===== src/rtl/dm_gpio_pkg.sv =====
package dm_gpio_pkg;
  // control register window select and word index
  localparam int CTRL_BIT = 10;
  localparam int IDX_LSB  = 2;
  localparam logic [2:0] IX_DIR   = 3'd0;
  localparam logic [2:0] IX_MODE  = 3'd1;
  localparam logic [2:0] IX_IE    = 3'd2;
  localparam logic [2:0] IX_SENSE = 3'd3;
  localparam logic [2:0] IX_STAT  = 3'd4;
  localparam logic [2:0] IX_CLR   = 3'd5;
  // sense codes: bit1 set selects level, else bit0 picks polarity
  localparam logic [1:0] SN_RISE = 2'b00;
  localparam logic [1:0] SN_FALL = 2'b01;
endpackage


===== src/rtl/dm_gpio_sync.sv =====
module dm_gpio_sync #(
  parameter int W = 6
) (
  input  logic         clk,
  input  logic         rst,
  input  logic [W-1:0] d,
  output logic [W-1:0] q
);
  logic [W-1:0] meta;

  always_ff @(posedge clk) begin
    if (rst) begin
      meta <= '0;
      q    <= '0;
    end else begin
      meta <= d;
      q    <= meta;
    end
  end
endmodule


===== src/rtl/dm_gpio_evt.sv =====
module dm_gpio_evt (
  input  logic       clk,
  input  logic       rst,
  input  logic       din,
  input  logic [1:0] sense,
  input  logic       clr,
  output logic       st
);
  logic prev;
  logic hit;

  always_ff @(posedge clk) begin
    if (rst) prev <= 1'b0;
    else     prev <= din;
  end

  always_comb begin
    if (sense[1])      hit = 1'b0;
    else if (sense[0]) hit = prev & ~din;
    else               hit = din & ~prev;
  end

  always_ff @(posedge clk) begin
    if (rst)           st <= 1'b0;
    else if (sense[1]) st <= din;
    else if (hit)      st <= 1'b1;
    else if (clr)      st <= 1'b0;
  end

  // a detected edge wins over a simultaneous clear
  a_r8_set_wins: assert property (@(posedge clk) disable iff (rst)
    hit |=> st);
  // edge status holds until a clear arrives
  a_r6_sticky: assert property (@(posedge clk) disable iff (rst)
    (st && !clr && !sense[1]) |=> st);
  // level status tracks the synchronized input
  a_r7_level: assert property (@(posedge clk) disable iff (rst)
    sense[1] |=> (st == $past(din)));
endmodule


===== src/rtl/dm_gpio_regs.sv =====
module dm_gpio_regs
  import dm_gpio_pkg::*;
#(
  parameter int NPINS = 6,
  parameter int AW    = 12,
  parameter int DW    = 32
) (
  input  logic               clk,
  input  logic               rst,
  input  logic               psel,
  input  logic               penable,
  input  logic               pwrite,
  input  logic [AW-1:0]      paddr,
  input  logic [DW-1:0]      pwdata,
  input  logic [NPINS-1:0]   pin_sync,
  input  logic [NPINS-1:0]   status,
  output logic [DW-1:0]      prdata,
  output logic [NPINS-1:0]   dir_q,
  output logic [NPINS-1:0]   mode_q,
  output logic [NPINS-1:0]   dout_q,
  output logic [NPINS-1:0]   ie_q,
  output logic [2*NPINS-1:0] sense_q,
  output logic [NPINS-1:0]   clr_pulse
);
  logic             wr_acc;
  logic             rd_setup;
  logic             ctrl_sel;
  logic [2:0]       idx;
  logic [NPINS-1:0] amask;
  logic [DW-1:0]    rmux;

  assign wr_acc   = psel & penable & pwrite;
  assign rd_setup = psel & ~penable & ~pwrite;
  assign ctrl_sel = paddr[CTRL_BIT];
  assign idx      = paddr[IDX_LSB +: 3];
  assign amask    = paddr[IDX_LSB +: NPINS];

  assign clr_pulse = (wr_acc && ctrl_sel && idx == IX_CLR) ? pwdata[NPINS-1:0] : '0;

  always_ff @(posedge clk) begin
    if (rst) begin
      dir_q   <= '0;
      mode_q  <= '0;
      dout_q  <= '0;
      ie_q    <= '0;
      sense_q <= '0;
    end else if (wr_acc) begin
      if (!ctrl_sel) begin
        dout_q <= (dout_q & ~amask) | (pwdata[NPINS-1:0] & amask);
      end else begin
        case (idx)
          IX_DIR:   dir_q   <= pwdata[NPINS-1:0];
          IX_MODE:  mode_q  <= pwdata[NPINS-1:0];
          IX_IE:    ie_q    <= pwdata[NPINS-1:0];
          IX_SENSE: sense_q <= pwdata[2*NPINS-1:0];
          default: ;
        endcase
      end
    end
  end

  always_comb begin
    rmux = '0;
    if (!ctrl_sel) begin
      rmux[NPINS-1:0] = pin_sync & amask;
    end else begin
      case (idx)
        IX_DIR:   rmux[NPINS-1:0]   = dir_q;
        IX_MODE:  rmux[NPINS-1:0]   = mode_q;
        IX_IE:    rmux[NPINS-1:0]   = ie_q;
        IX_SENSE: rmux[2*NPINS-1:0] = sense_q;
        IX_STAT:  rmux[NPINS-1:0]   = status;
        default:  rmux = '0;
      endcase
    end
  end

  // read data is captured in the setup phase, valid in the access phase
  always_ff @(posedge clk) begin
    if (rst)           prdata <= '0;
    else if (rd_setup) prdata <= rmux;
  end

  // a masked data write leaves unmasked bits untouched
  a_r3_mask_keep: assert property (@(posedge clk) disable iff (rst)
    (wr_acc && !ctrl_sel) |=> (((dout_q ^ $past(dout_q)) & ~$past(amask)) == '0));
  // masked-out pins read as zero
  a_r4_read_mask: assert property (@(posedge clk) disable iff (rst)
    (rd_setup && !ctrl_sel) |=> ((prdata[NPINS-1:0] & ~$past(amask)) == '0));
endmodule


===== src/rtl/dm_gpio.sv =====
module dm_gpio
  import dm_gpio_pkg::*;
#(
  parameter int NPINS = 6,
  parameter int AW    = 12,
  parameter int DW    = 32
) (
  input  logic             clk,
  input  logic             rst,
  input  logic             psel,
  input  logic             penable,
  input  logic             pwrite,
  input  logic [AW-1:0]    paddr,
  input  logic [DW-1:0]    pwdata,
  output logic [DW-1:0]    prdata,
  output logic             pready,
  output logic             pslverr,
  input  logic [NPINS-1:0] hw_out,
  input  logic [NPINS-1:0] hw_oe,
  input  logic [NPINS-1:0] pad_in,
  output logic [NPINS-1:0] pad_out,
  output logic [NPINS-1:0] pad_oe,
  output logic             irq
);
  logic [NPINS-1:0]   pin_sync;
  logic [NPINS-1:0]   status;
  logic [NPINS-1:0]   dir_q, mode_q, dout_q, ie_q, clr_pulse;
  logic [2*NPINS-1:0] sense_q;

  assign pready  = 1'b1;
  assign pslverr = 1'b0;

  dm_gpio_sync #(.W(NPINS)) u_sync (
    .clk (clk),
    .rst (rst),
    .d   (pad_in),
    .q   (pin_sync)
  );

  dm_gpio_regs #(.NPINS(NPINS), .AW(AW), .DW(DW)) u_regs (
    .clk       (clk),
    .rst       (rst),
    .psel      (psel),
    .penable   (penable),
    .pwrite    (pwrite),
    .paddr     (paddr),
    .pwdata    (pwdata),
    .pin_sync  (pin_sync),
    .status    (status),
    .prdata    (prdata),
    .dir_q     (dir_q),
    .mode_q    (mode_q),
    .dout_q    (dout_q),
    .ie_q      (ie_q),
    .sense_q   (sense_q),
    .clr_pulse (clr_pulse)
  );

  for (genvar i = 0; i < NPINS; i++) begin : g_evt
    dm_gpio_evt u_evt (
      .clk   (clk),
      .rst   (rst),
      .din   (pin_sync[i]),
      .sense (sense_q[2*i +: 2]),
      .clr   (clr_pulse[i]),
      .st    (status[i])
    );
  end

  always_ff @(posedge clk) begin
    if (rst) begin
      pad_out <= '0;
      pad_oe  <= '0;
      irq     <= 1'b0;
    end else begin
      pad_out <= (mode_q & hw_out) | (~mode_q & dout_q);
      pad_oe  <= (mode_q & hw_oe)  | (~mode_q & dir_q);
      irq     <= |(status & ie_q);
    end
  end

  // reset leaves every pad as an input with no interrupt
  a_r1_reset_idle: assert property (@(posedge clk)
    rst |=> (pad_oe == '0 && pad_out == '0 && !irq));
  // hardware-mode pins follow the control port
  a_r5_hw_path: assert property (@(posedge clk) disable iff (rst)
    1'b1 |=> (((pad_out ^ $past(hw_out)) & $past(mode_q)) == '0));
  // no enabled status means no interrupt next cycle
  a_r9_irq_quiet: assert property (@(posedge clk) disable iff (rst)
    ((status & ie_q) == '0) |=> !irq);
endmodule


===== config.mk =====
export PLATFORM = sky130hd
export DESIGN_NAME = dm_gpio
export DESIGN_NICKNAME = d
export VERILOG_FILES = /design/src/rtl/dm_gpio_pkg.sv /design/src/rtl/dm_gpio_sync.sv /design/src/rtl/dm_gpio_evt.sv /design/src/rtl/dm_gpio_regs.sv /design/src/rtl/dm_gpio.sv
export SDC_FILE = /design/constraint.sdc
export NUM_CORES = 1
export LEC_CHECK = 0
export CAP_MARGIN = 20
export CORE_MARGIN = 5
export CORE_UTILIZATION = 40
export DETAILED_ROUTE_END_ITERATION = 10
export MAX_ROUTING_LAYER = met4
export PLACE_DENSITY_LB_ADDON = 0.2
export SLEW_MARGIN = 20
export SYNTH_ARGS = -nofsm -noshare
export SYNTH_HDL_FRONTEND = slang
export SYNTH_SLANG_ARGS = --single-unit

===== constraint.sdc =====
create_clock -name clk -period 4.1 [get_ports clk]
set_input_delay 0.82 -clock clk [delete_from_list [all_inputs] [get_ports clk]]
set_output_delay 0.82 -clock clk [all_outputs]
set_load 0.1 [all_outputs]

==> results_dict.tcl, run 1 <==
set metrics [dict create \
    placed_area_sq_um 4250 \
    drive_gt1_frac 0.0517 \
    viasPerCell 5.20 \
    critPathArrivalTime_ps 1870 \
    cts_tree "yes" \
    maxSlewViolCount 0 \
    overflow 0 \
    leakagePower_nw 1.63 \
    yosys.cell_types.count 37 \
    hold_violations 0 \
    crit_type "reg -> out" \
    crit_family "buffers and inverters" \
    synth.ff_latch_count 85 \
    grt_pass1_vias 2787 \
    initial_utilization 0.413 \
    fin_util 0.508 \
    htree_levels 3 \
    cp_slowest_stage_delay_ps 1140 \
    yosys.area.top_type_share 0.470 \
    irDropWorstVdd_uv 136 \
    fin_nets 527 \
    clkTransAtPathRegs_ps 90 \
    async_flop_share 0 \
    hp-class "reg -> reg" \
    max_slew_margin 0.346 \
    clock_latency_ps 360 \
    period_share 0.657 \
    rows 34 \
    layoutNonFillerInstCount 572 \
    powerDensity_nw_per_um2 383 \
    drc 0 \
    yosysMostFrequentCell "dfxtp_1" \
    wire_per_inst_um 15.8 \
    grt_use_met1 0.200 \
    maxCapViolCount 0 \
    ys_seq_area_frac 0.470 \
    avgSynthCellArea_sq_um 9.01 \
    die_y_um 105 \
    placed_cells 557 \
    status "complete, no violations" \
    cts-root-buf "clkbuf_8" \
    cp-end-kind "primary output" \
    final_area_sq_um 4450 \
    fp.dieW_um 105 \
    drtIter0Drc 142 \
    firstDrtPassIters 4 \
    setup_viol 0 \
    num_vias 2975 \
    yosysTopAreaCell "dfxtp_1" \
    n_antenna_cell 0 \
    gp_congestion 0.846 \
    die_area_sq_um 11100 \
    antenna_found_initial 0 \
    grt_busiest_layer "met2" \
    fin_crit_ps 2690 \
    cts_buffers 9 \
    synth_enable_flop_cells 0 \
    gr-usage-all-layers 0.164 \
    grt_pass1_wl_mm 14.1 \
    synthFlopType "dfxtp_1" \
    cts_sinks 85 \
    fin_setup_tns_ps 0 \
    syn_area_sq_um 3620 \
    post_cts_resized 0 \
    grt_start_max_net_pins 51 \
    final.setup_skew_ps 12.3 \
    critical_path.cell_chain "clkdlybuf4s50_1" \
    numPortBuffers 66 \
    grtUsageMet2 0.261 \
    worst_pin_slew_ps 978 \
    postRouteAntennaNets 0 \
    rsz0062_at_grt "false" \
    synthCells 402 \
    yosys-top-cells-area "dfxtp_1, mux2i_1, a21oi_1, nor2_1, buf_4" \
    io_pins 114 \
    area_growth_syn_to_layout_pct 22.9 \
    ctsHoldBuffers 0 \
    clockBufferDepth 2 \
    post_cts_buffers 0 \
    totalWireLength_mm 9.01 \
    critPathRequiredTime_ps 3280 \
    netlist_top_cells_count "dfxtp_1, nor2_1, nand2_1, mux2i_1, a21oi_1" \
    place_hpwl_mm 6.44 \
    yosys_warnings 0 \
    critPathLaunchType "flop" \
    grt_use_met3 0.0351 \
    cp_num_buf_inv 1 \
    whs_ps 437 \
    core_area_sq_um 8760 \
    max_clock_freq_mhz 371 \
    worst-path-max-fanout 2 \
    cp_slowest_cell "clkdlybuf4s50_1" \
]
layer usage:
layer / share of wire / routed length, um / vias to the layer above
met1: 0.44 / 4010 / 1414
li1: - / - / 1449
met5: 0 / 0 / -
met4: 0.025 / 224 / 0
met3: 0.060 / 540 / 19
met2: 0.47 / 4240 / 93
through the flow:
| stage | worst slack, ps | power, mW |
|---|---|---|
| 6_report | 1410 | 1.70 |
| 5_1_grt | 1320 | 1.76 |
| 4_1_cts | 1380 | 1.71 |
| 3_5_place_dp | 1080 | 1.12 |
| 3_3_place_gp | 1100 | 1.12 |
| 2_1_floorplan | 2120 | 1.06 |
sequential cells by signal (all words and copies together), names as in the netlist, named ones only:
name              flops
u_regs.dir_q          6
pad_oe                6
u_sync.meta           6
u_regs.sense_q       12
u_sync.q              6
u_regs.prdata        12
pad_out               6
g_evt.u_evt.prev      6
u_regs.mode_q         6
g_evt.u_evt.st        6
irq                   1
u_regs.ie_q           6
cell usage in the layout, fill, tap and decap left out, types with 4 or more instances in the layout:
master,netlist,routed
nor2b_1,19,19
nor2_1,48,48
nand2b_1,6,6
mux2i_1,41,41
o21bai_1,5,5
a31oi_1,4,4
o221ai_1,4,4
clkbuf_8,0,11
a21oi_1,37,37
nand3b_1,13,13
a22oi_1,9,9
nand2_1,43,43
buf_4,23,4
nor3_1,5,5
inv_1,4,4
clkdlybuf4s50_1,0,65
o2bb2ai_1,6,6
dfxtp_1,85,85
o21ai_0,4,4
nand3_1,8,8
conb_1,2,22
logic make-up after synthesis:
| logic type | count (synthesis) | synth area share |
|---|---|---|
| AND/OR/NAND/NOR | 154 | 0.212 |
| flip-flops | 85 | 0.470 |
| AO/OA/AOI/OAI | 73 | 0.125 |
| buffers and inverters | 47 | 0.0777 |
| multiplexers | 41 | 0.113 |
| other | 2 | 0.00207 |
power by group:
group / switching [mW] / internal, mW
registers: 0.0140 / 0.843
clock network: 0.293 / 0.309
logic: 0.175 / 0.0673
total: 0.483 / 1.22
area by class of cell:
type / instances / area [sq um]
inverters: 4 / 15.0
flip-flops and latches: 85 / 1700
well taps: 108 / 135
multi-input cells: 290 / 1710
clock buffers: 11 / 151
clock inverters: 4 / 47.5
fillers: 808 / 4310
repair buffers: 70 / 686
final timing paths:
kind | startpoint | endpoint | slack [ps] | depth (start not counted)
worst min register to register | u_sync.meta[3] | u_sync.q[3] | 440 | 1
worst max register to register | u_regs.mode_q[2] | u_regs.prdata[2] | 2950 | 4
worst max-delay path | u_regs.prdata[4] | prdata[4] | 1410 | 1
worst min-delay path | u_sync.meta[3] | u_sync.q[3] | 440 | 1
(Power assumes the default switching activity.)
==> run 2: changes to the inputs <==
Clock period 4.1 ns to 2.2 ns, I/O delays scaled along.
==> run 2 against run 1 <==
Cell area up 2.7%; worst setup slack worse by 1000 ps; final cell count up 3.7%; wire length up 2.1%; power up 87%; critical path depth up 6; first-iteration DRC count up 6.3%; core utilization up 1.4 points; die area unchanged; critical path type is now in -> reg.
==> results_dict.tcl, run 2 (synthesis gave the netlist of run 1 again) <==
set metrics [dict create \
    status "complete, no violations" \
    clkTransAtPathRegs_ps 80 \
    grt_pass1_vias 2919 \
    placed_area_sq_um 4370 \
    cts-root-buf "clkbuf_8" \
    post_cts_resized 0 \
    die_area_sq_um 11100 \
    irDropWorstVdd_uv 348 \
    postRouteAntennaNets 0 \
    max_clock_freq_mhz 558 \
    viasPerCell 5.03 \
    fp.dieW_um 105 \
    clock_latency_ps 350 \
    placed_cells 578 \
    critPathLaunchType "input port" \
    totalWireLength_mm 9.20 \
    worstHoldStart "u_sync.meta[4]" \
    fin_crit_ps 1790 \
    hp-class "reg -> reg" \
    r2r_end "u_regs.prdata[4]" \
    min_path_cells 1 \
    cp_slowest_stage_delay_ps 480 \
    antenna_found_initial 0 \
    die_y_um 105 \
    final_common_cell "dfxtp_1" \
    numPortBuffers 66 \
    critPathRequiredTime_ps 2440 \
    rsz0062_at_grt "false" \
    min_to "u_sync.q[4]" \
    gp_congestion 0.840 \
    num_vias 2982 \
    final_area_sq_um 4570 \
    htree_levels 3 \
    post_cts_buffers 0 \
    drtIter0Drc 151 \
    ctsHoldBuffers 0 \
    r2r-start "u_regs.mode_q[4]" \
    top_regs "u_regs.prdata x12, u_regs.sense_q x12" \
    rows 34 \
    fin_util 0.521 \
    fin_ws_ps 409 \
    wire_per_inst_um 15.5 \
    gr-usage-all-layers 0.174 \
    final_cell_mix "dfxtp_1, nor2_1, buf_4" \
    setup_viol 0 \
    initial_utilization 0.413 \
    n_antenna_cell 0 \
    finalPower_mw 3.18 \
    grt_pass1_wl_mm 14.9 \
    critPathArrivalTime_ps 2030 \
    area_growth_syn_to_layout_pct 26.2 \
    fin_nets 548 \
    core_area_sq_um 8760 \
    firstDrtPassIters 4 \
    period_share 0.814 \
    drc 0 \
    cp-end-kind "flop" \
    cts_buffers 9 \
    cts_sinks 85 \
    critical_path.cell_chain "clkdlybuf4s50_1 -> buf_4 -> or2b_1 -> nor4_4 -> buf_4 -> mux2i_1 -> nor2_1" \
    overflow 0 \
    maxCapViolCount 0 \
    crit_type "in -> reg" \
    cts_tree "yes" \
    grt_start_max_net_pins 40 \
    place_hpwl_mm 6.67 \
    startpoint "paddr[2]" \
    fin_setup_tns_ps 0 \
    cp_slowest_cell "clkdlybuf4s50_1" \
    pre_cts_slack_ps 34.5 \
    whs_ps 437 \
    final.setup_skew_ps 8.14 \
    r2r_slack_ps 1110 \
    crit_top_cell "buf_4" \
    drive_gt1_frac 0.144 \
    layoutNonFillerInstCount 593 \
    hold_violations 0 \
    clockBufferDepth 2 \
    maxSlewViolCount 0 \
    powerDensity_nw_per_um2 696 \
    worst-path-max-fanout 12 \
    reg2regPathDepth 4 \
    leakagePower_nw 1.80 \
    io_pins 114 \
]
==> run 2: changes by cell type in the layout (fill, tap and decap cells not counted) <==
cell / previous run / this run
clkdlybuf4s50_1: 65 / 40
buf_4: 4 / 48
buf_12: 0 / 2
==> run 2: final cells by class <==
cell class                 instances  area, sq um
clock buffer                      11          151
clock inverter                     4         47.5
fill                             834         4190
inverter                           4         15.0
multi-input combinational        290         1710
sequential                        85         1700
tap                              108          135
timing repair buffer              91          806
==> run 2: routing by layer <==
metal	vias up	track usage	part of all wire
met5	-	-	0
met4	0	0.0621	0.017
met3	16	0.0314	0.045
met2	74	0.288	0.49
met1	1395	0.212	0.45
li1	1497	-	-
==> run 2: how the worst max path moves through the flow <==
| stage | end | slack [ps] | depth (start not counted) |
|---|---|---|---|
| 3_3_place_gp | u_regs.mode_q[0] | 50 | 7 |
| 4_1_cts | u_regs.mode_q[0] | 410 | 7 |
| 6_report | u_regs.mode_q[0] | 410 | 7 |
| 5_1_grt | u_regs.mode_q[3] | 300 | 7 |
| 2_1_floorplan | u_regs.ie_q[0] | 600 | 5 |
| 3_5_place_dp | u_regs.mode_q[0] | 30 | 7 |
==> run 2: power breakdown <==
part | switching, mW | internal, mW | total [mW]
clock network | 0.531 | 0.577 | 1.11
logic | 0.333 | 0.145 | 0.478
registers | 0.0256 | 1.57 | 1.60
total | 0.890 | 2.29 | 3.18
==> run 2: critical path, delay by kind of cell <==
kind | cells | cell delay, ps
buf+inv | 3 | 890
simple gates | 3 | 490
mux | 1 | 200
==> run 3: changes to the inputs <==
Clock period 2.2 ns to 1.8 ns, I/O delays scaled along.
==> run 3 against run 2 <==
Power is 25% higher; sequential cell count stayed put; first-iteration DRC count is 13% higher; largest cell class unchanged; die area stayed put; clock skew is 3.4 ps higher; critical path type unchanged; count of clock-buffer cells in the layout is 1 lower; sequential share of layout area is 3.0 points lower; worst hold slack better by 6.7 ps; highest routed layer unchanged; wire length is 3.4% higher; combinational power is 29% higher.
==> results_dict.tcl, run 3 (synthesis gave the netlist of run 1 again) <==
set metrics [dict create \
    clock_latency_ps 350 \
    final.setup_skew_ps 11.5 \
    top_regs "u_regs.prdata x12, u_regs.sense_q x12" \
    final_common_cell "dfxtp_1" \
    initial_utilization 0.413 \
    cp_slowest_stage_delay_ps 490 \
    ctsHoldBuffers 0 \
    cp-end-kind "flop" \
    firstDrtPassIters 4 \
    cts_sinks 85 \
    crit_end "u_regs.mode_q[3]" \
    cts_buffers 9 \
    gr-usage-all-layers 0.175 \
    core_area_sq_um 8760 \
    overflow 0 \
    die_y_um 105 \
    n_antenna_cell 0 \
    grt_busiest_layer "met2" \
    r2r_slack_ps 680 \
    antenna_found_initial 0 \
    postRouteAntennaNets 0 \
    num_vias 3055 \
    place_hpwl_mm 6.93 \
    fin_nets 560 \
    post_cts_buffers 0 \
    grt_use_met1 0.217 \
    area_growth_syn_to_layout_pct 37.4 \
    wire_per_inst_um 15.7 \
    period_share 0.939 \
    r2r_end "u_regs.prdata[5]" \
    startpoint "paddr[2]" \
    grtUsageMet2 0.284 \
    critPathArrivalTime_ps 1930 \
    clkTransAtPathRegs_ps 90 \
    htree_levels 3 \
    hold_violations 0 \
    drtIter0Drc 171 \
    r2r-start "u_regs.mode_q[5]" \
    clockBufferDepth 2 \
    hp-class "reg -> reg" \
    crit_type "in -> reg" \
    status "complete, no violations" \
    worst-path-max-fanout 8 \
    final_cell_mix "dfxtp_1, nor2_1, nand2_1" \
    viasPerCell 5.04 \
    critPathLaunchType "input port" \
    final_area_sq_um 4980 \
    die_area_sq_um 11100 \
    gp_congestion 0.835 \
    fin_util 0.568 \
    leakagePower_nw 1.92 \
    drive_gt1_frac 0.169 \
    fp.dieW_um 105 \
    maxCapViolCount 0 \
    grt_start_max_net_pins 86 \
    irDropWorstVdd_uv 648 \
    numPortBuffers 66 \
    reg2regPathDepth 4 \
    setup_viol 0 \
    fin_setup_tns_ps 0 \
    rsz0062_at_grt "false" \
    placed_area_sq_um 4760 \
    maxSlewViolCount 0 \
    totalWireLength_mm 9.51 \
    fin_crit_ps 1690 \
    drc 0 \
    grt_pass1_vias 2959 \
    cp_slowest_cell "clkdlybuf4s50_1" \
    cts_tree "yes" \
    critPathRequiredTime_ps 2040 \
    max_clock_freq_mhz 591 \
    rows 34 \
    io_pins 114 \
    grt_use_met3 0.0327 \
    powerDensity_nw_per_um2 802 \
    grt_pass1_wl_mm 15.1 \
    cts-root-buf "clkbuf_8" \
    critical_path.cell_chain "clkdlybuf4s50_1 -> buf_4 -> or2b_1 -> nor4_4 -> buf_6 -> mux2i_1 -> nor2_1" \
]
[run 3: cell types whose count changed in the layout (fill, tap and decap cells not counted)]
cell	delta
clkbuf_8	-1
inv_6	+2
buf_12	+24
clkinv_2	-1
or3_4	+1
or3_1	-1
buf_4	-13
buf_6	+1
clkinv_4	+1
[run 3: report_power, final]
group          total [mW]  switching (mW)  internal, mW
Sequential           1.96          0.0376          1.92
Combinational       0.618           0.410         0.208
Clock                1.41           0.724         0.690
[run 3: layer usage]
layer / vias up / wire length (um)
met2: 85 / 4660
met1: 1440 / 4240
met3: 10 / 512
met5: - / 0
met4: 0 / 100
li1: 1520 / -
[run 3: final cells by class]
type	count	area, sq um
clock buffers	10	138
multi-input cells	290	1720
well taps	108	135
repair buffers	103	1200
fillers	802	3790
inverters	4	15.0
flip-flops and latches	85	1700
clock inverters	6	68.8
[run 3: what timing repair did]
item / 4_1_cts / 5_1_grt
endpoints found under the setup margin: 0 / 6
endpoints found under the hold margin: 0 / 0
gates resized for setup: 0 / 2
[run 3: worst min path at each step]
stage	end	startpoint	cells past startpoint
4_1_cts	u_sync.q[4]	u_sync.meta[4]	1
3_3_place_gp	u_sync.q[3]	u_sync.meta[3]	1
3_5_place_dp	u_sync.q[4]	u_sync.meta[4]	1
2_1_floorplan	u_sync.q[0]	u_sync.meta[0]	1
6_report	u_sync.q[2]	u_sync.meta[2]	1
5_1_grt	u_sync.q[4]	u_sync.meta[4]	1
[run 3: stage by stage]
stage / worst slack, ps / std cells / power, mW / hold WS, ps
after global placement: -307 / 590 / 2.61 / 417
after CTS: 44.9 / 606 / 4.02 / 447
after floorplan: 280 / 422 / 2.42 / 414
final: 109 / 606 / 3.99 / 443
after global routing: 12.7 / 606 / 4.13 / 462
after detailed placement: -322 / 590 / 2.62 / 423
[run 3: critical path: cells and delay by family]
family	cells	cell delay, ps
buffers and inverters	3	850
multiplexers	1	190
AND/OR/NAND/NOR	3	530
